**src/rtl/spi_fault_pkg.sv**
```systemverilog
package spi_fault_pkg;
  localparam logic [1:0] ADR_CTRL = 2'd0;
  localparam logic [1:0] ADR_STAT = 2'd1;
  localparam logic [1:0] ADR_DATA = 2'd2;

  // system clocks per half period of the serial clock for a divider code
  function automatic int unsigned half_ticks(input int unsigned code);
    return 32'd1 << code;
  endfunction

  typedef struct packed {
    logic en;
    logic mst;
    logic ssoff;
  } ctrl_bits_t;
endpackage

```
**src/rtl/spi_fc_sckgen.sv**
```systemverilog
module spi_fc_sckgen
  import spi_fault_pkg::*;
#(
  parameter int DIV_W = 2,
  localparam int CW = 1 << DIV_W
) (
  input  logic             clk,
  input  logic             rst_n,
  input  logic             run,
  input  logic [DIV_W-1:0] div,
  output logic             sck,
  output logic             rise_ev,
  output logic             fall_ev
);
  logic [CW-1:0] cnt;
  logic          tick;

  assign tick    = run && (cnt == CW'(half_ticks(32'(div)) - 1));
  assign rise_ev = tick & ~sck;
  assign fall_ev = tick & sck;

  always_ff @(posedge clk or negedge rst_n) begin
    if (!rst_n) begin
      cnt <= '0;
      sck <= 1'b0;
    end else if (!run) begin
      cnt <= '0;
      sck <= 1'b0;
    end else if (tick) begin
      cnt <= '0;
      sck <= ~sck;
    end else begin
      cnt <= cnt + 1'b1;
    end
  end

  p_sck_idle_r3: assert property (@(posedge clk) disable iff (!rst_n)
    !run |=> !sck);
  p_sck_hold_r3: assert property (@(posedge clk) disable iff (!rst_n)
    (run && !rise_ev && !fall_ev) |=> $stable(sck));
endmodule

```
**src/rtl/spi_fc_shifter.sv**
```systemverilog
module spi_fc_shifter #(
  parameter int DW = 8,
  parameter int DIV_W = 2,
  localparam int CNT_W = $clog2(DW + 1)
) (
  input  logic             clk,
  input  logic             rst_n,
  input  logic             en,
  input  logic             mst,
  input  logic [DIV_W-1:0] div,
  input  logic             load,
  input  logic [DW-1:0]    load_data,
  input  logic             sck_in,
  input  logic             mosi_i,
  input  logic             miso_i,
  input  logic             ss_n_in,
  output logic             sck_out,
  output logic             mosi_o,
  output logic             miso_o,
  output logic             busy,
  output logic             xfer_done,
  output logic [DW-1:0]    rx_byte,
  output logic             ss_err_ev,
  output logic             ss_low
);
  logic [1:0]       ss_q;
  logic             ss_prev;
  logic [2:0]       sck_q;
  logic [1:0]       mosi_q;
  logic [DW-1:0]    sh;
  logic             out_bit;
  logic [CNT_W-1:0] cnt;
  logic             ss_s, ss_rise, s_rise, s_fall;
  logic             m_run, m_rise, m_fall;
  logic             m_last, s_last;

  // input synchronizers for the slave-side pins
  always_ff @(posedge clk or negedge rst_n) begin
    if (!rst_n) begin
      ss_q    <= 2'b11;
      ss_prev <= 1'b1;
      sck_q   <= '0;
      mosi_q  <= '0;
    end else begin
      ss_q    <= {ss_q[0], ss_n_in};
      ss_prev <= ss_q[1];
      sck_q   <= {sck_q[1:0], sck_in};
      mosi_q  <= {mosi_q[0], mosi_i};
    end
  end

  assign ss_s    = ss_q[1];
  assign ss_low  = ~ss_s;
  assign ss_rise = ss_s & ~ss_prev;
  assign s_rise  = sck_q[1] & ~sck_q[2];
  assign s_fall  = ~sck_q[1] & sck_q[2];
  assign m_run   = busy & mst & en;

  spi_fc_sckgen #(.DIV_W(DIV_W)) u_sck (
    .clk(clk), .rst_n(rst_n), .run(m_run), .div(div),
    .sck(sck_out), .rise_ev(m_rise), .fall_ev(m_fall)
  );

  assign m_last    = m_fall && (cnt == CNT_W'(DW));
  assign s_last    = ~ss_s && s_rise && (cnt == CNT_W'(DW - 1));
  assign xfer_done = en && !load && (mst ? m_last : (s_last && !ss_rise));
  assign ss_err_ev = en && !mst && busy && ss_rise;

  always_ff @(posedge clk or negedge rst_n) begin
    if (!rst_n) begin
      sh      <= '0;
      out_bit <= 1'b0;
      cnt     <= '0;
      busy    <= 1'b0;
      rx_byte <= '0;
    end else if (!en) begin
      busy <= 1'b0;
      cnt  <= '0;
    end else if (load) begin
      sh      <= load_data;
      out_bit <= load_data[DW-1];
      cnt     <= '0;
      busy    <= mst;
    end else if (mst) begin
      if (m_rise) begin
        sh  <= {sh[DW-2:0], miso_i};
        cnt <= cnt + 1'b1;
      end
      if (m_fall) begin
        out_bit <= sh[DW-1];
        if (m_last) begin
          busy    <= 1'b0;
          cnt     <= '0;
          rx_byte <= sh;
        end
      end
    end else if (ss_rise) begin
      busy <= 1'b0;
      cnt  <= '0;
    end else if (!ss_s) begin
      if (s_rise) begin
        sh <= {sh[DW-2:0], mosi_q[1]};
        if (s_last) begin
          rx_byte <= {sh[DW-2:0], mosi_q[1]};
          cnt     <= '0;
          busy    <= 1'b0;
        end else begin
          cnt  <= cnt + 1'b1;
          busy <= 1'b1;
        end
      end
      if (s_fall) out_bit <= sh[DW-1];
    end
  end

  assign mosi_o = mst ? out_bit : 1'b0;
  assign miso_o = mst ? 1'b0 : out_bit;

  p_sserr_abort_r10: assert property (@(posedge clk) disable iff (!rst_n)
    ss_err_ev |=> !busy);
  p_master_end_r2: assert property (@(posedge clk) disable iff (!rst_n)
    (xfer_done && mst) |=> (!busy && !sck_out));
endmodule

```
**src/rtl/spi_fc_regs.sv**
```systemverilog
module spi_fc_regs
  import spi_fault_pkg::*;
#(
  parameter int DW = 8,
  parameter int DIV_W = 2
) (
  input  logic             clk,
  input  logic             rst_n,
  input  logic             sel,
  input  logic             wr,
  input  logic             rd,
  input  logic [1:0]       addr,
  input  logic [DW-1:0]    wdata,
  output logic [DW-1:0]    rdata,
  input  logic             busy,
  input  logic             xfer_done,
  input  logic [DW-1:0]    rx_byte,
  input  logic             ss_err_ev,
  input  logic             ss_low,
  output logic             en,
  output logic             mst,
  output logic             ssoff,
  output logic [DIV_W-1:0] div,
  output logic             load,
  output logic [DW-1:0]    load_data,
  output logic             data_wr,
  output logic             modf_ev,
  output logic             irq
);
  ctrl_bits_t ctrl;
  logic ctrl_wr, stat_rd, data_rd, data_acc, wcol_ev;
  logic modf_r, modf_arm, done_r, done_arm, wcol_r, wcol_arm, sserr_r;

  assign ctrl_wr  = sel && wr && (addr == ADR_CTRL);
  assign stat_rd  = sel && rd && (addr == ADR_STAT);
  assign data_wr  = sel && wr && (addr == ADR_DATA);
  assign data_rd  = sel && rd && (addr == ADR_DATA);
  assign data_acc = data_wr || data_rd;

  assign en    = ctrl.en;
  assign mst   = ctrl.mst;
  assign ssoff = ctrl.ssoff;

  assign modf_ev   = ctrl.en && ctrl.mst && !ctrl.ssoff && ss_low;
  assign load      = data_wr && ctrl.en && !busy;
  assign load_data = wdata;
  assign wcol_ev   = data_wr && ctrl.en && busy;

  always_ff @(posedge clk or negedge rst_n) begin
    if (!rst_n) begin
      ctrl <= '0;
      div  <= '0;
    end else begin
      if (ctrl_wr) begin
        ctrl.en    <= wdata[DW-1] && !modf_r;
        ctrl.mst   <= wdata[DW-2];
        ctrl.ssoff <= wdata[DW-3];
        div        <= wdata[DIV_W-1:0];
      end
      if (modf_ev) begin
        ctrl.en  <= 1'b0;
        ctrl.mst <= 1'b0;
      end
    end
  end

  always_ff @(posedge clk or negedge rst_n) begin
    if (!rst_n) begin
      modf_r <= 1'b0; modf_arm <= 1'b0;
      done_r <= 1'b0; done_arm <= 1'b0;
      wcol_r <= 1'b0; wcol_arm <= 1'b0;
      sserr_r <= 1'b0;
    end else begin
      if (modf_ev) modf_r <= 1'b1;
      else if (ctrl_wr && modf_arm) modf_r <= 1'b0;
      if (stat_rd && modf_r) modf_arm <= 1'b1;
      else if (ctrl_wr) modf_arm <= 1'b0;

      if (xfer_done) done_r <= 1'b1;
      else if (data_acc && done_arm) done_r <= 1'b0;
      if (stat_rd && done_r) done_arm <= 1'b1;
      else if (data_acc) done_arm <= 1'b0;

      if (wcol_ev) wcol_r <= 1'b1;
      else if (data_acc && wcol_arm) wcol_r <= 1'b0;
      if (stat_rd && wcol_r) wcol_arm <= 1'b1;
      else if (data_acc) wcol_arm <= 1'b0;

      if (ss_err_ev) sserr_r <= 1'b1;
      else if (ctrl_wr && !wdata[DW-1]) sserr_r <= 1'b0;
    end
  end

  assign irq = done_r || (modf_r && !ctrl.ssoff);

  always_comb begin
    rdata = '0;
    case (addr)
      ADR_CTRL: begin
        rdata[DW-1]      = ctrl.en;
        rdata[DW-2]      = ctrl.mst;
        rdata[DW-3]      = ctrl.ssoff;
        rdata[DIV_W-1:0] = div;
      end
      ADR_STAT: begin
        rdata[DW-1] = done_r;
        rdata[DW-2] = wcol_r;
        rdata[DW-3] = sserr_r;
        rdata[DW-4] = modf_r;
      end
      ADR_DATA: rdata = rx_byte;
      default:  rdata = '0;
    endcase
  end

  p_modf_drops_r4: assert property (@(posedge clk) disable iff (!rst_n)
    modf_ev |=> (!ctrl.en && !ctrl.mst && modf_r));
  p_en_blocked_r6: assert property (@(posedge clk) disable iff (!rst_n)
    (ctrl_wr && modf_r) |=> !ctrl.en);
  p_ssoff_quiet_r5: assert property (@(posedge clk) disable iff (!rst_n)
    $rose(modf_r) |-> !$past(ctrl.ssoff));
  p_wcol_set_r7: assert property (@(posedge clk) disable iff (!rst_n)
    wcol_ev |=> wcol_r);
  p_sserr_clear_r10: assert property (@(posedge clk) disable iff (!rst_n)
    (ctrl_wr && !wdata[DW-1] && !ss_err_ev) |=> !sserr_r);
  p_done_hold_r12: assert property (@(posedge clk) disable iff (!rst_n)
    (done_r && !done_arm) |=> done_r);
endmodule

```
**src/rtl/spi_fault_ctrl.sv**
```systemverilog
module spi_fault_ctrl #(
  parameter int DW = 8,
  parameter int DIV_W = 2
) (
  input  logic          clk,
  input  logic          rst_n,
  input  logic          bus_sel,
  input  logic          bus_wr,
  input  logic          bus_rd,
  input  logic [1:0]    bus_addr,
  input  logic [DW-1:0] bus_wdata,
  output logic [DW-1:0] bus_rdata,
  output logic          irq,
  output logic          sck_out,
  output logic          mosi_out,
  input  logic          miso_in,
  input  logic          sck_in,
  input  logic          mosi_in,
  output logic          miso_out,
  input  logic          ss_n_in
);
  logic             en, mst, ssoff, load, busy, xfer_done, ss_err_ev, ss_low;
  logic             data_wr, modf_ev;
  logic [DIV_W-1:0] div;
  logic [DW-1:0]    load_data, rx_byte;

  spi_fc_regs #(.DW(DW), .DIV_W(DIV_W)) u_regs (
    .clk(clk), .rst_n(rst_n), .sel(bus_sel), .wr(bus_wr), .rd(bus_rd),
    .addr(bus_addr), .wdata(bus_wdata), .rdata(bus_rdata),
    .busy(busy), .xfer_done(xfer_done), .rx_byte(rx_byte),
    .ss_err_ev(ss_err_ev), .ss_low(ss_low),
    .en(en), .mst(mst), .ssoff(ssoff), .div(div),
    .load(load), .load_data(load_data), .data_wr(data_wr),
    .modf_ev(modf_ev), .irq(irq)
  );

  spi_fc_shifter #(.DW(DW), .DIV_W(DIV_W)) u_shift (
    .clk(clk), .rst_n(rst_n), .en(en), .mst(mst), .div(div),
    .load(load), .load_data(load_data),
    .sck_in(sck_in), .mosi_i(mosi_in), .miso_i(miso_in), .ss_n_in(ss_n_in),
    .sck_out(sck_out), .mosi_o(mosi_out), .miso_o(miso_out),
    .busy(busy), .xfer_done(xfer_done), .rx_byte(rx_byte),
    .ss_err_ev(ss_err_ev), .ss_low(ss_low)
  );

  // a colliding write must not disturb the byte in flight
  p_wcol_continue_r7: assert property (@(posedge clk) disable iff (!rst_n)
    (data_wr && busy && en && !xfer_done && !modf_ev && !ss_err_ev) |=> busy);
endmodule

```
**config.mk**
```make
export PLATFORM = sky130hd
export DESIGN_NAME = spi_fault_ctrl
export DESIGN_NICKNAME = d
export VERILOG_FILES = /design/src/rtl/spi_fault_pkg.sv /design/src/rtl/spi_fc_sckgen.sv /design/src/rtl/spi_fc_shifter.sv /design/src/rtl/spi_fc_regs.sv /design/src/rtl/spi_fault_ctrl.sv
export SDC_FILE = /design/constraint.sdc
export NUM_CORES = 1
export LEC_CHECK = 0
export ABC_AREA = 1
export CAP_MARGIN = 20
export CORE_MARGIN = 8
export CORE_UTILIZATION = 62
export CTS_BUF_LIST = sky130_fd_sc_hd__clkbuf_4
export DETAILED_ROUTE_END_ITERATION = 10
export GPL_TIMING_DRIVEN = 0
export PLACE_DENSITY = 0.86
export SLEW_MARGIN = 20
export SYNTH_ARGS = -nofsm -noshare
export SYNTH_HDL_FRONTEND = slang
export SYNTH_SLANG_ARGS = --single-unit
```
**constraint.sdc**
```tcl
create_clock -name clk -period 3.9 [get_ports clk]
set_clock_uncertainty 0.05 [all_clocks]
set_input_delay 0.78 -clock clk [delete_from_list [all_inputs] [get_ports clk]]
set_output_delay 0.78 -clock clk [all_outputs]
set_load 0.02 [all_outputs]
```
Yosys cells after proc, flatten, opt, wreduce, memory -nomap -nowiden:

Index checks and enable logic that the tools add are counted.

* output and inout port bits: 12
* logic and storage cells: 179
* register bits: 47

* reduce and logical (&&, ||, !) cells: 58
* bitwise logic cells: 13
* equality and inequality tests: 18
* multiplexer cells: 64
* add/sub/neg operators: 3
* shift-type cells: 1

Operators with widths (number)
* $mux 8: 13
* $mux 4: 12
* $mux 1: 33
* $logic_and 1x1->1: 31
* $reduce_bool 2->1: 10
* $reduce_and 5->1: 2
* $pmux 3 s3: 1
* $add 4x1->4 const B: 2
* $ne 4x2->1 const B: 2
* $reduce_and 8->1: 1
* $and 1x1->1: 7
* $logic_not 1->1: 7
* $ne 2x1->1 const B: 3
* $ne 3x1->1 const B: 2
* $ne 3x2->1 const B: 2
* $not 1->1: 6
* $reduce_bool 3->1: 2
* $ne 5x2->1 const B: 1
* $ne 5x4->1 const B: 1
* $eq 4x3->1 const B: 1
* $eq 4x4->1: 1
* $eq 4x4->1 const B: 1
* $mux 2: 2
* $ne 2x2->1 const B: 2
* other kinds (11): 12

Depth between registers and ports, before layout:

Gate-level depths: netlist of the first run.

* word-level depth: 11
* gate-level depth with buffers: 13
* depth with buffers taken out: 12

By module:

Synthesis of the first run repeated with hierarchy kept, for this count alone.

* cells, all modules: 373
* area, all modules: 2776.4 um^2

Modules (own cells, without submodules)
* spi_fc_shifter: cells each 212, area each 1634.1 um^2, seq. area each 754.5 um^2, instances 1
* spi_fc_regs: cells each 112, area each 804.5 um^2, seq. area each 300.3 um^2, instances 1
* spi_fc_sckgen: cells each 49, area each 337.8 um^2, seq. area each 125.1 um^2, instances 1

Least setup slack after synthesis of the first run:

Ideal clock, no wire load.

* path kind: in2out
* start: input bus_addr[0]
* end: output bus_rdata[4]
* cell stages on the path: 5
* data required time: 3.070 ns
* arrival: 1.657 ns
* path slack: 1.413 ns
* buffers on the path: 1
* path through: inv_1 > ha_1 > buf_4 > nand2_1 > a21boi_0

* longest elaborated chain between the ends: 2

Ends and longest elaborated chain
* start, declared: line spi_fault_ctrl.sv:10 `input logic [1:0] bus_addr,`
* $eq 2x2->1 / $eq 2x1->1 (equally long branches): line spi_fc_regs.sv:98 `case (addr)`
* $pmux 1 s2 (*): line spi_fc_regs.sv:98
* end, declared: line spi_fault_ctrl.sv:12 `output logic [DW-1:0] bus_rdata,`

Every way passes the cells marked *; elsewhere a longest branch is shown, timed or not.

Worst setup path in the final report of the first run:

* start: input bus_addr[0]
* end: output bus_rdata[7]

* longest elaborated chain between the ends: 2

Ends and longest elaborated chain (line)
* $eq 2x2->1 (tied with other cells): spi_fc_regs.sv:98
* $pmux 3 s3 (*): spi_fc_regs.sv:98

Marks and branches as above.

==> results of run 1 <==
[worst max-delay path, delay by kind of cell]
kind / cells / cell delay [ns]
AOI/OAI and AO/OA: 1 / 0.10
adders and majority gates: 1 / 0.19
buffers and inverters: 5 / 1.31
and+or+nand+nor: 2 / 0.14
[state kept, by name (all words and copies together), names as in the netlist, 2 cells and up]
signal and flops:
u_shift.u_sck.cnt 4, u_shift.sck_q 3, u_regs.div 2, u_shift.cnt 4, u_shift.sh 8, u_shift.mosi_q 2, u_shift.ss_q 2, u_shift.rx_byte 8
[power by group]
| part | total (mW) | internal [mW] | leakage (nW) | switching (mW) |
|---|---|---|---|---|
| clock network | 0.283 | 0.132 | 0.0426 | 0.151 |
| registers | 0.730 | 0.622 | 0.588 | 0.108 |
| logic | 0.774 | 0.291 | 0.902 | 0.482 |
[cell type report]
class                      count  area [sq um]  share of cell area
sequential                    47          1180              0.3826
clock inverter                 3         38.79             0.01258
multi-input combinational    232          1240              0.4020
tap                           50         62.56             0.02028
buffer                         6         41.29             0.01339
timing repair buffer          31         315.3              0.1022
clock buffer                   5         37.54             0.01217
inverter                      45         168.9             0.05477
[how the worst max path moves through the flow]
stage                      startpoint           end  slack, ns  depth (start not counted)
final                     bus_addr[0]  bus_rdata[7]       0.55                          9
after global placement    bus_addr[0]  bus_rdata[7]       0.56                          9
after CTS                 bus_addr[0]  bus_rdata[7]       0.54                          9
after global routing      bus_addr[0]  bus_rdata[7]       0.44                          9
after detailed placement  bus_addr[0]  bus_rdata[7]       0.54                          9
after floorplan           bus_addr[0]  bus_rdata[4]       1.41                          5
[per-layer routing]
layer | global-route usage | vias to the layer above | wire (um)
met2 | 0.2983 | 45 | 2691
met3 | 0.04525 | 4 | 304
li1 | - | 1125 | -
met5 | 0 | - | 0
met4 | 0.04821 | 0 | 52
met1 | 0.2398 | 1045 | 2555
[per-stage QoR]
step	instances	util	hold WS (ns)	setup slack [ns]	total power, mW
after floorplan	330	-	0.2812	1.413	1.270
after global placement	410	0.7429	0.2847	0.5585	1.481
after detailed placement	411	0.7466	0.2903	0.5417	1.506
after CTS	419	0.7655	0.2811	0.5362	1.789
after global routing	419	0.7655	0.2717	0.4410	1.918
final	419	0.7655	0.2721	0.5484	1.787
[cell families after synthesis]
| group | synth area share |
|---|---|
| flip-flops | 0.4486 |
| AND/OR/NAND/NOR | 0.2740 |
| AO/OA/AOI/OAI | 0.1432 |
| XOR/XNOR | 0.01332 |
| multiplexers | 0.007612 |
| adder cells (fa/ha/maj) | 0.03330 |
| buffers and inverters | 0.07992 |
[layout by cell type (no fill, tap or decap), types with 3 or more instances in the layout]
cell and n:
nand2_2 5, nand2_1 108, clkdlybuf4s50_1 29, dfstp_2 3, ha_1 7, nor2_1 18, a21oi_1 3, clkbuf_1 3
nor2_4 3, inv_1 42, o21ai_0 27, dfrtp_1 44, o21ai_2 14, nand3_1 14, inv_2 3, clkbuf_4 5
==> impl_metrics.json, run 1 <==
{
  "outcome": "finished, final reports clean",
  "antenna_cells": 0,
  "clkTransAtPathRegs_ns": 0.14,
  "synth_flop_cell": "dfrtp_1",
  "port_buffers": 30,
  "syn_nets": 356,
  "path_max_fanout": 10,
  "gr-total-overflow": 0,
  "crit_required_ns": 3.07,
  "p_leak_nw": 1.533,
  "ant_nets": 0,
  "post_cts_resized": 0,
  "worstPathCellList": "clkdlybuf4s50_1 -> inv_1 -> ha_1 -> buf_4 -> nand2_1 -> o221ai_1 -> nand2_1 -> inv_1 -> clkdlybuf4s50_1",
  "grt_pass1_wl_um": 9549,
  "fin_crit_sh": 0.8594,
  "die_x_um": 81.13,
  "nets": 394,
  "drive_gt1_frac": 0.1409,
  "avgViaCountPerCell": 5.296,
  "post_cts_buffers": 0,
  "globalplace.congestion": 0.8516,
  "synth_area_sq_mm": 0.002630,
  "cts_hold_buf": 0,
  "finalInstanceArea_sq_mm": 0.003084,
  "rows": 23,
  "drc": 0,
  "n_fill_cell": 301,
  "avgSynthCellArea_sq_um": 7.970,
  "start_util": 0.6528,
  "track_usage": 0.1838,
  "synth_common_cells": "nand2_1, dfrtp_1, inv_1",
  "tritoncts": "done",
  "fmax_ghz": 0.2984,
  "rr_startpoint": "u_shift.cnt[0]$_DFFE_PN0P_",
  "io_pins": 31,
  "synth_most_common_cell": "nand2_1",
  "htree_levels": 2,
  "p_per_area_mw_per_mm2": 579.4,
  "crit_slowest_cell": "clkdlybuf4s50_1",
  "min-delay-path-class": "input port to async pin",
  "dr_total_vias": 2219,
  "finalSetupTns_ns": 0,
  "worstSetupStartpointType": "input port",
  "cts_root_buffer": "clkbuf_4",
  "dpl_cell_area_sq_mm": 0.003008,
  "criticalPathCategory": "input port to primary output",
  "synth_cells": 330,
  "ys_warn_count": 0,
  "arrival_ns": 2.52,
  "tightest_slew_ns": 0.4324,
  "timing_hold_violations_final": 0,
  "max_stage_delay_ns": 0.52,
  "min_period_ns": 3.352,
  "antenna_found_initial": 0,
  "synth.distinct_cells": 37,
  "reg2reg_depth": 10,
  "ys_seq_area_frac": 0.4486,
  "drtPass1Iterations": 4,
  "drv_slew": 0,
  "routedWlPerCell_um": 13.37,
  "crit_path_end_kind": "primary output",
  "max-vdd-ir-drop_mv": 0.4149,
  "die_y_um": 81.13,
  "clockBufferDepth": 2,
  "rsz0062_at_grt": "no",
  "async_flop_share": 1.000,
  "die_area_sq_mm": 0.006582,
  "reg2reg_to": "u_shift.rx_byte[6]$_DFFE_PN0P_",
  "synth_seq_cells": 47,
  "wirelength_um": 5603,
  "grt_max_degree": 33,
  "dp_hpwl_um": 4358,
  "setup_violations": 0,
  "core_sq_mm": 0.004029,
  "area_delta_synth_final_pct": 17.27,
  "grt_pass1_vias": 2121,
  "cap_violations": 0,
  "tritoncts.num_buffers": 5,
  "drt-initial-drc-count": 146,
  "clkLatencyLatePin_ns": 0.36,
  "synth_top_cell_area_share": 0.4186,
  "synthTopCellsByArea": "dfrtp_1, nand2_1, inv_1",
  "yosysTopAreaCell": "dfrtp_1",
  "clock_sinks": 47,
  "synth_edf_count": 0,
  "r2r_slack_ns": 2.03,
  "slew_headroom": 0.7095
}
Power figures use the tool's default switching activity.
==> run 2, diff against run 1 <==
--- a/config.mk
+++ b/config.mk
@@ -7,7 +7,7 @@
 export LEC_CHECK = 0
 export ABC_AREA = 1
 export CAP_MARGIN = 20
-export CORE_MARGIN = 8
+export CORE_MARGIN = 10
 export CORE_UTILIZATION = 62
 export CTS_BUF_LIST = sky130_fd_sc_hd__clkbuf_4
 export DETAILED_ROUTE_END_ITERATION = 10
==> impl_metrics.json, run 2 (synthesized netlist as in run 1, its figures left out) <==
{
  "outcome": "finished, final reports clean",
  "finalSetupTns_ns": 0,
  "rr_startpoint": "u_shift.cnt[0]$_DFFE_PN0P_",
  "antenna_found_initial": 0,
  "min-delay-path-class": "input port to async pin",
  "tightest_slew_ns": 0.5043,
  "grt_pass1_wl_um": 10070,
  "worstSetupStartpointType": "input port",
  "fin_cells": 419,
  "tritoncts.num_buffers": 5,
  "die_y_um": 85.13,
  "drv_slew": 0,
  "largest_registers": "u_shift.rx_byte (8), u_shift.sh (8)",
  "globalplace.congestion": 0.8538,
  "clkTransAtPathRegs_ns": 0.14,
  "placed_cells": 411,
  "layout_setup_ws_ns": 0.5334,
  "track_usage": 0.1664,
  "criticalPathCategory": "input port to primary output",
  "core_sq_mm": 0.004058,
  "max-vdd-ir-drop_mv": 0.4194,
  "cts_root_buffer": "clkbuf_4",
  "avgViaCountPerCell": 5.236,
  "start_util": 0.6482,
  "clkLatencyLatePin_ns": 0.37,
  "grt_use_met2": 0.2589,
  "grtUsageMet3": 0.05258,
  "slew_headroom": 0.6612,
  "drive_gt1_frac": 0.1409,
  "p_leak_nw": 1.533,
  "nets": 394,
  "drtPass1Iterations": 4,
  "met1_usage": 0.2065,
  "htree_levels": 2,
  "fmax_ghz": 0.2970,
  "clockBufferDepth": 2,
  "post-place-ws_ns": 0.5318,
  "drt-initial-drc-count": 155,
  "path_max_fanout": 10,
  "final_common_cell": "nand2_1",
  "die_area_sq_mm": 0.007247,
  "p_per_area_mw_per_mm2": 581.9,
  "grt_max_degree": 28,
  "clock_sinks": 47,
  "rows": 23,
  "dp_hpwl_um": 4365,
  "post_cts_buffers": 0,
  "timing_hold_violations_final": 0,
  "worstSetupStartpoint": "bus_addr[0]",
  "fin_crit_sh": 0.8632,
  "grt_pass1_vias": 2247,
  "io_pins": 31,
  "top_usage_layer": "met2",
  "crit_path_end_kind": "primary output",
  "ant_nets": 0,
  "min_period_ns": 3.367,
  "setup_violations": 0,
  "total_power_mw": 1.795,
  "routedWlPerCell_um": 13.54,
  "die_x_um": 85.13,
  "area_delta_synth_final_pct": 17.27,
  "tritoncts": "done",
  "post_cts_resized": 0,
  "wirelength_um": 5675,
  "drc": 0,
  "rsz0062_at_grt": "no",
  "port_buffers": 30,
  "layout_common_cells": "nand2_1, dfrtp_1, inv_1, clkdlybuf4s50_1, o21ai_0",
  "dr_total_vias": 2194,
  "gr-total-overflow": 0,
  "crit_required_ns": 3.07,
  "cts_hold_buf": 0,
  "cap_violations": 0,
  "r2r_slack_ns": 1.98,
  "arrival_ns": 2.54,
  "antenna_cells": 0
}
==> run 2: cell counts in the layout (fill, tap and decap cells not counted) <==
No cell type changed its count.
==> run 2: cell type report <==
cell class              count  area (sq um)
flip-flops and latches     47          1180
clock buffers               5         37.54
repair buffers             31         315.3
inverters                  45         168.9
clock inverters             3         38.79
fillers                   304         973.4
plain buffers               6         41.29
well taps                  50         62.56
multi-input cells         232          1240
==> run 2: through the flow <==
step	hold slack, ns	utilization	instance area (sq um)
3_3_place_gp	0.2839	0.7376	2993
4_1_cts	0.3143	0.7601	3084
6_report	0.2997	0.7601	3084
3_5_place_dp	0.2863	0.7413	3008
5_1_grt	0.3208	0.7601	3084
2_1_floorplan	0.2812	-	2630
==> run 2: worst paths after layout <==
check,endpoint,cells after the start
max,bus_rdata[7],9
min,u_shift.rx_byte[5]$_DFFE_PN0P_,1
max reg2reg,u_shift.rx_byte[5]$_DFFE_PN0P_,10
min reg2reg,u_shift.mosi_q[1]$_DFF_PN0_,0
max in group asynchronous,u_shift.ss_q[0]$_DFF_PN1_,2
min in group clk,u_shift.mosi_q[1]$_DFF_PN0_,0
==> run 2: layer usage <==
layer / wire (um) / up-vias / part of all wire
li1: - / 1120 / -
met1: 2540 / 993 / 0.45
met2: 2601 / 66 / 0.46
met3: 430 / 15 / 0.076
met4: 102 / 0 / 0.018
met5: 0 / - / 0
==> run 2: power by group <==
group / switching [mW] / leakage, nW / total (mW) / internal [mW]
registers: 0.112 / 0.588 / 0.734 / 0.622
logic: 0.481 / 0.902 / 0.773 / 0.292
clock network: 0.156 / 0.0426 / 0.288 / 0.132
total: 0.749 / 1.53 / 1.79 / 1.05
==> run 2: critical path, stage by stage <==
cell and delay, ns:
clkdlybuf4s50_1 0.51, inv_1 0.08, ha_1 0.20, buf_4 0.17, nand2_1 0.07, o221ai_1 0.10, nand2_1 0.07, inv_1 0.03
clkdlybuf4s50_1 0.52
==> run 3, diff against run 2 <==
--- a/config.mk
+++ b/config.mk
@@ -8,11 +8,11 @@
 export ABC_AREA = 1
 export CAP_MARGIN = 20
 export CORE_MARGIN = 10
-export CORE_UTILIZATION = 62
+export CORE_UTILIZATION = 58
 export CTS_BUF_LIST = sky130_fd_sc_hd__clkbuf_4
 export DETAILED_ROUTE_END_ITERATION = 10
 export GPL_TIMING_DRIVEN = 0
-export PLACE_DENSITY = 0.86
+export PLACE_DENSITY = 0.81
 export SLEW_MARGIN = 20
 export SYNTH_ARGS = -nofsm -noshare
 export SYNTH_HDL_FRONTEND = slang
==> constraint.sdc (replaced) <==
create_clock -name clk -period 3.2 [get_ports clk]
set_clock_uncertainty 0.05 [all_clocks]
set_input_delay 0.64 -clock clk [delete_from_list [all_inputs] [get_ports clk]]
set_output_delay 0.64 -clock clk [all_outputs]
set_load 0.02 [all_outputs]
==> impl_metrics.json, run 3 (synthesized netlist as in run 1, its figures left out) <==
{
  "ant_nets": 0,
  "port_buffers": 30,
  "rsz0062_at_grt": "no",
  "post_cts_resized": 0,
  "die_area_sq_mm": 0.007628,
  "crit_slowest_cell": "clkdlybuf4s50_1",
  "tritoncts.num_buffers": 5,
  "fin_crit_sh": 0.9664,
  "layout_setup_ws_ns": 0.1075,
  "total_power_mw": 2.092,
  "dp_hpwl_um": 4315,
  "grtUsageMet3": 0.05431,
  "clkLatencyLatePin_ns": 0.38,
  "drv_slew": 0,
  "gr-total-overflow": 0,
  "path_max_fanout": 5,
  "cts_hold_buf": 0,
  "p_comb_frac": 0.443,
  "power_switching_mw": 0.8888,
  "fmax_ghz": 0.3234,
  "drive_gt1_frac": 0.1382,
  "grt_use_met2": 0.2493,
  "wirelength_um": 5574,
  "post-place-ws_ns": 0.1019,
  "grt_pass1_vias": 2141,
  "cts_root_buffer": "clkbuf_4",
  "critPathMostFrequentCell": "inv_1",
  "grt_max_degree": 32,
  "nets": 394,
  "clock_sinks": 47,
  "globalplace.congestion": 0.8289,
  "worstPathCellList": "clkdlybuf4s50_1 -> inv_1 -> ha_1 -> inv_1 -> o221ai_1 -> nand2_1 -> inv_1 -> clkdlybuf4s50_1",
  "grt_pass1_wl_um": 9984,
  "timing_hold_violations_final": 0,
  "largest_registers": "u_shift.rx_byte (8), u_shift.sh (8)",
  "crit_path_end_kind": "primary output",
  "antenna_found_initial": 0,
  "dr_total_vias": 2185,
  "fin_cells": 421,
  "start_util": 0.5999,
  "seqPwrFrac": 0.424,
  "die_x_um": 87.34,
  "post_cts_buffers": 0,
  "pwr-share-clk": 0.133,
  "tightest_slew_ns": 0.4486,
  "final_common_cell": "nand2_1",
  "layout_common_cells": "nand2_1, dfrtp_1, inv_1, clkdlybuf4s50_1, o21ai_0",
  "placed_cells": 413,
  "fin_util": 0.6986,
  "met1_usage": 0.2086,
  "area_delta_synth_final_pct": 16.46,
  "tritoncts": "done",
  "criticalPathCategory": "input port to primary output",
  "min_period_ns": 3.092,
  "n_fill_cell": 387,
  "p_per_area_mw_per_mm2": 683.1,
  "max-vdd-ir-drop_mv": 0.4259,
  "track_usage": 0.1637,
  "rows": 24,
  "clkTransAtPathRegs_ns": 0.14,
  "min-delay-path-class": "input port to async pin",
  "p_int_mw": 1.203,
  "die_y_um": 87.34,
  "avgViaCountPerCell": 5.190,
  "antenna_cells": 0,
  "arrival_ns": 2.40,
  "p_leak_nw": 1.521,
  "drc": 0,
  "drt-initial-drc-count": 120,
  "max_stage_delay_ns": 0.59,
  "slew_headroom": 0.6986,
  "top_usage_layer": "met2",
  "finalSetupTns_ns": 0,
  "setup_violations": 0,
  "cap_violations": 0,
  "htree_levels": 2,
  "routedWlPerCell_um": 13.24,
  "io_pins": 31,
  "core_sq_mm": 0.004384,
  "swShare": 0.4248,
  "crit_required_ns": 2.51,
  "outcome": "finished, final reports clean",
  "drtPass1Iterations": 4,
  "clockBufferDepth": 2,
  "worstSetupStartpointType": "input port"
}
## run 3: worst paths after layout
path | startpoint | end | slack [ns] | cells past startpoint
worst max-delay path | bus_addr[0] | bus_rdata[7] | 0.11 | 8
worst min-delay path | rst_n | u_regs.done_arm$_DFFE_PN0P_ | 0.11 | 1
worst max register to register | u_shift.cnt[0]$_DFFE_PN0P_ | u_shift.rx_byte[5]$_DFFE_PN0P_ | 1.36 | 10
worst min register to register | u_shift.sck_q[0]$_DFF_PN0_ | u_shift.sck_q[1]$_DFF_PN0_ | 0.31 | 0
max in group asynchronous | rst_n | u_shift.ss_q[0]$_DFF_PN1_ | 2.40 | 2
min in group clk | u_shift.sck_q[0]$_DFF_PN0_ | u_shift.sck_q[1]$_DFF_PN0_ | 0.31 | 0
## run 3: final cells by class
class,count,area [sq um],share of cell area
multi-input combinational,232,1240,0.4048
sequential,47,1180,0.3852
timing repair buffer,31,315.3,0.1029
inverter,45,168.9,0.05515
tap,52,65.06,0.02124
clock buffer,6,45.04,0.01471
buffer,6,41.29,0.01348
clock inverter,2,7.507,0.002451
## run 3: metrics by stage
step | cell area [sq um] | hold slack, ns
floorplan | 2630 | 0.2812
global placement | 2995 | 0.2859
detailed placement | 3010 | 0.2905
CTS | 3063 | 0.1260
global route | 3063 | 0.1141
finish | 3063 | 0.1063
## run 3: power groups by stage
stage	sequential [mW]	clock (mW)	combinational [mW]
finish	0.887	0.279	0.927
global route	0.911	0.316	1.06
CTS	0.885	0.282	0.935
detailed placement	0.898	0	0.929
global placement	0.893	0	0.911
floorplan	0.861	0	0.687
## run 3: layer usage
metal  routed length [um]  up-vias
met2                 2479       42
li1                     -     1118
met1                 2661     1019
met5                    0        -
met4                   85        0
met3                  347        6
## run 3: worst max-delay path, delay by kind of cell
family	cells	cell delay, ns
buffers and inverters	5	1.29
AND/OR/NAND/NOR	1	0.08
AO/OA/AOI/OAI	1	0.19
adder cells (fa/ha/maj)	1	0.19
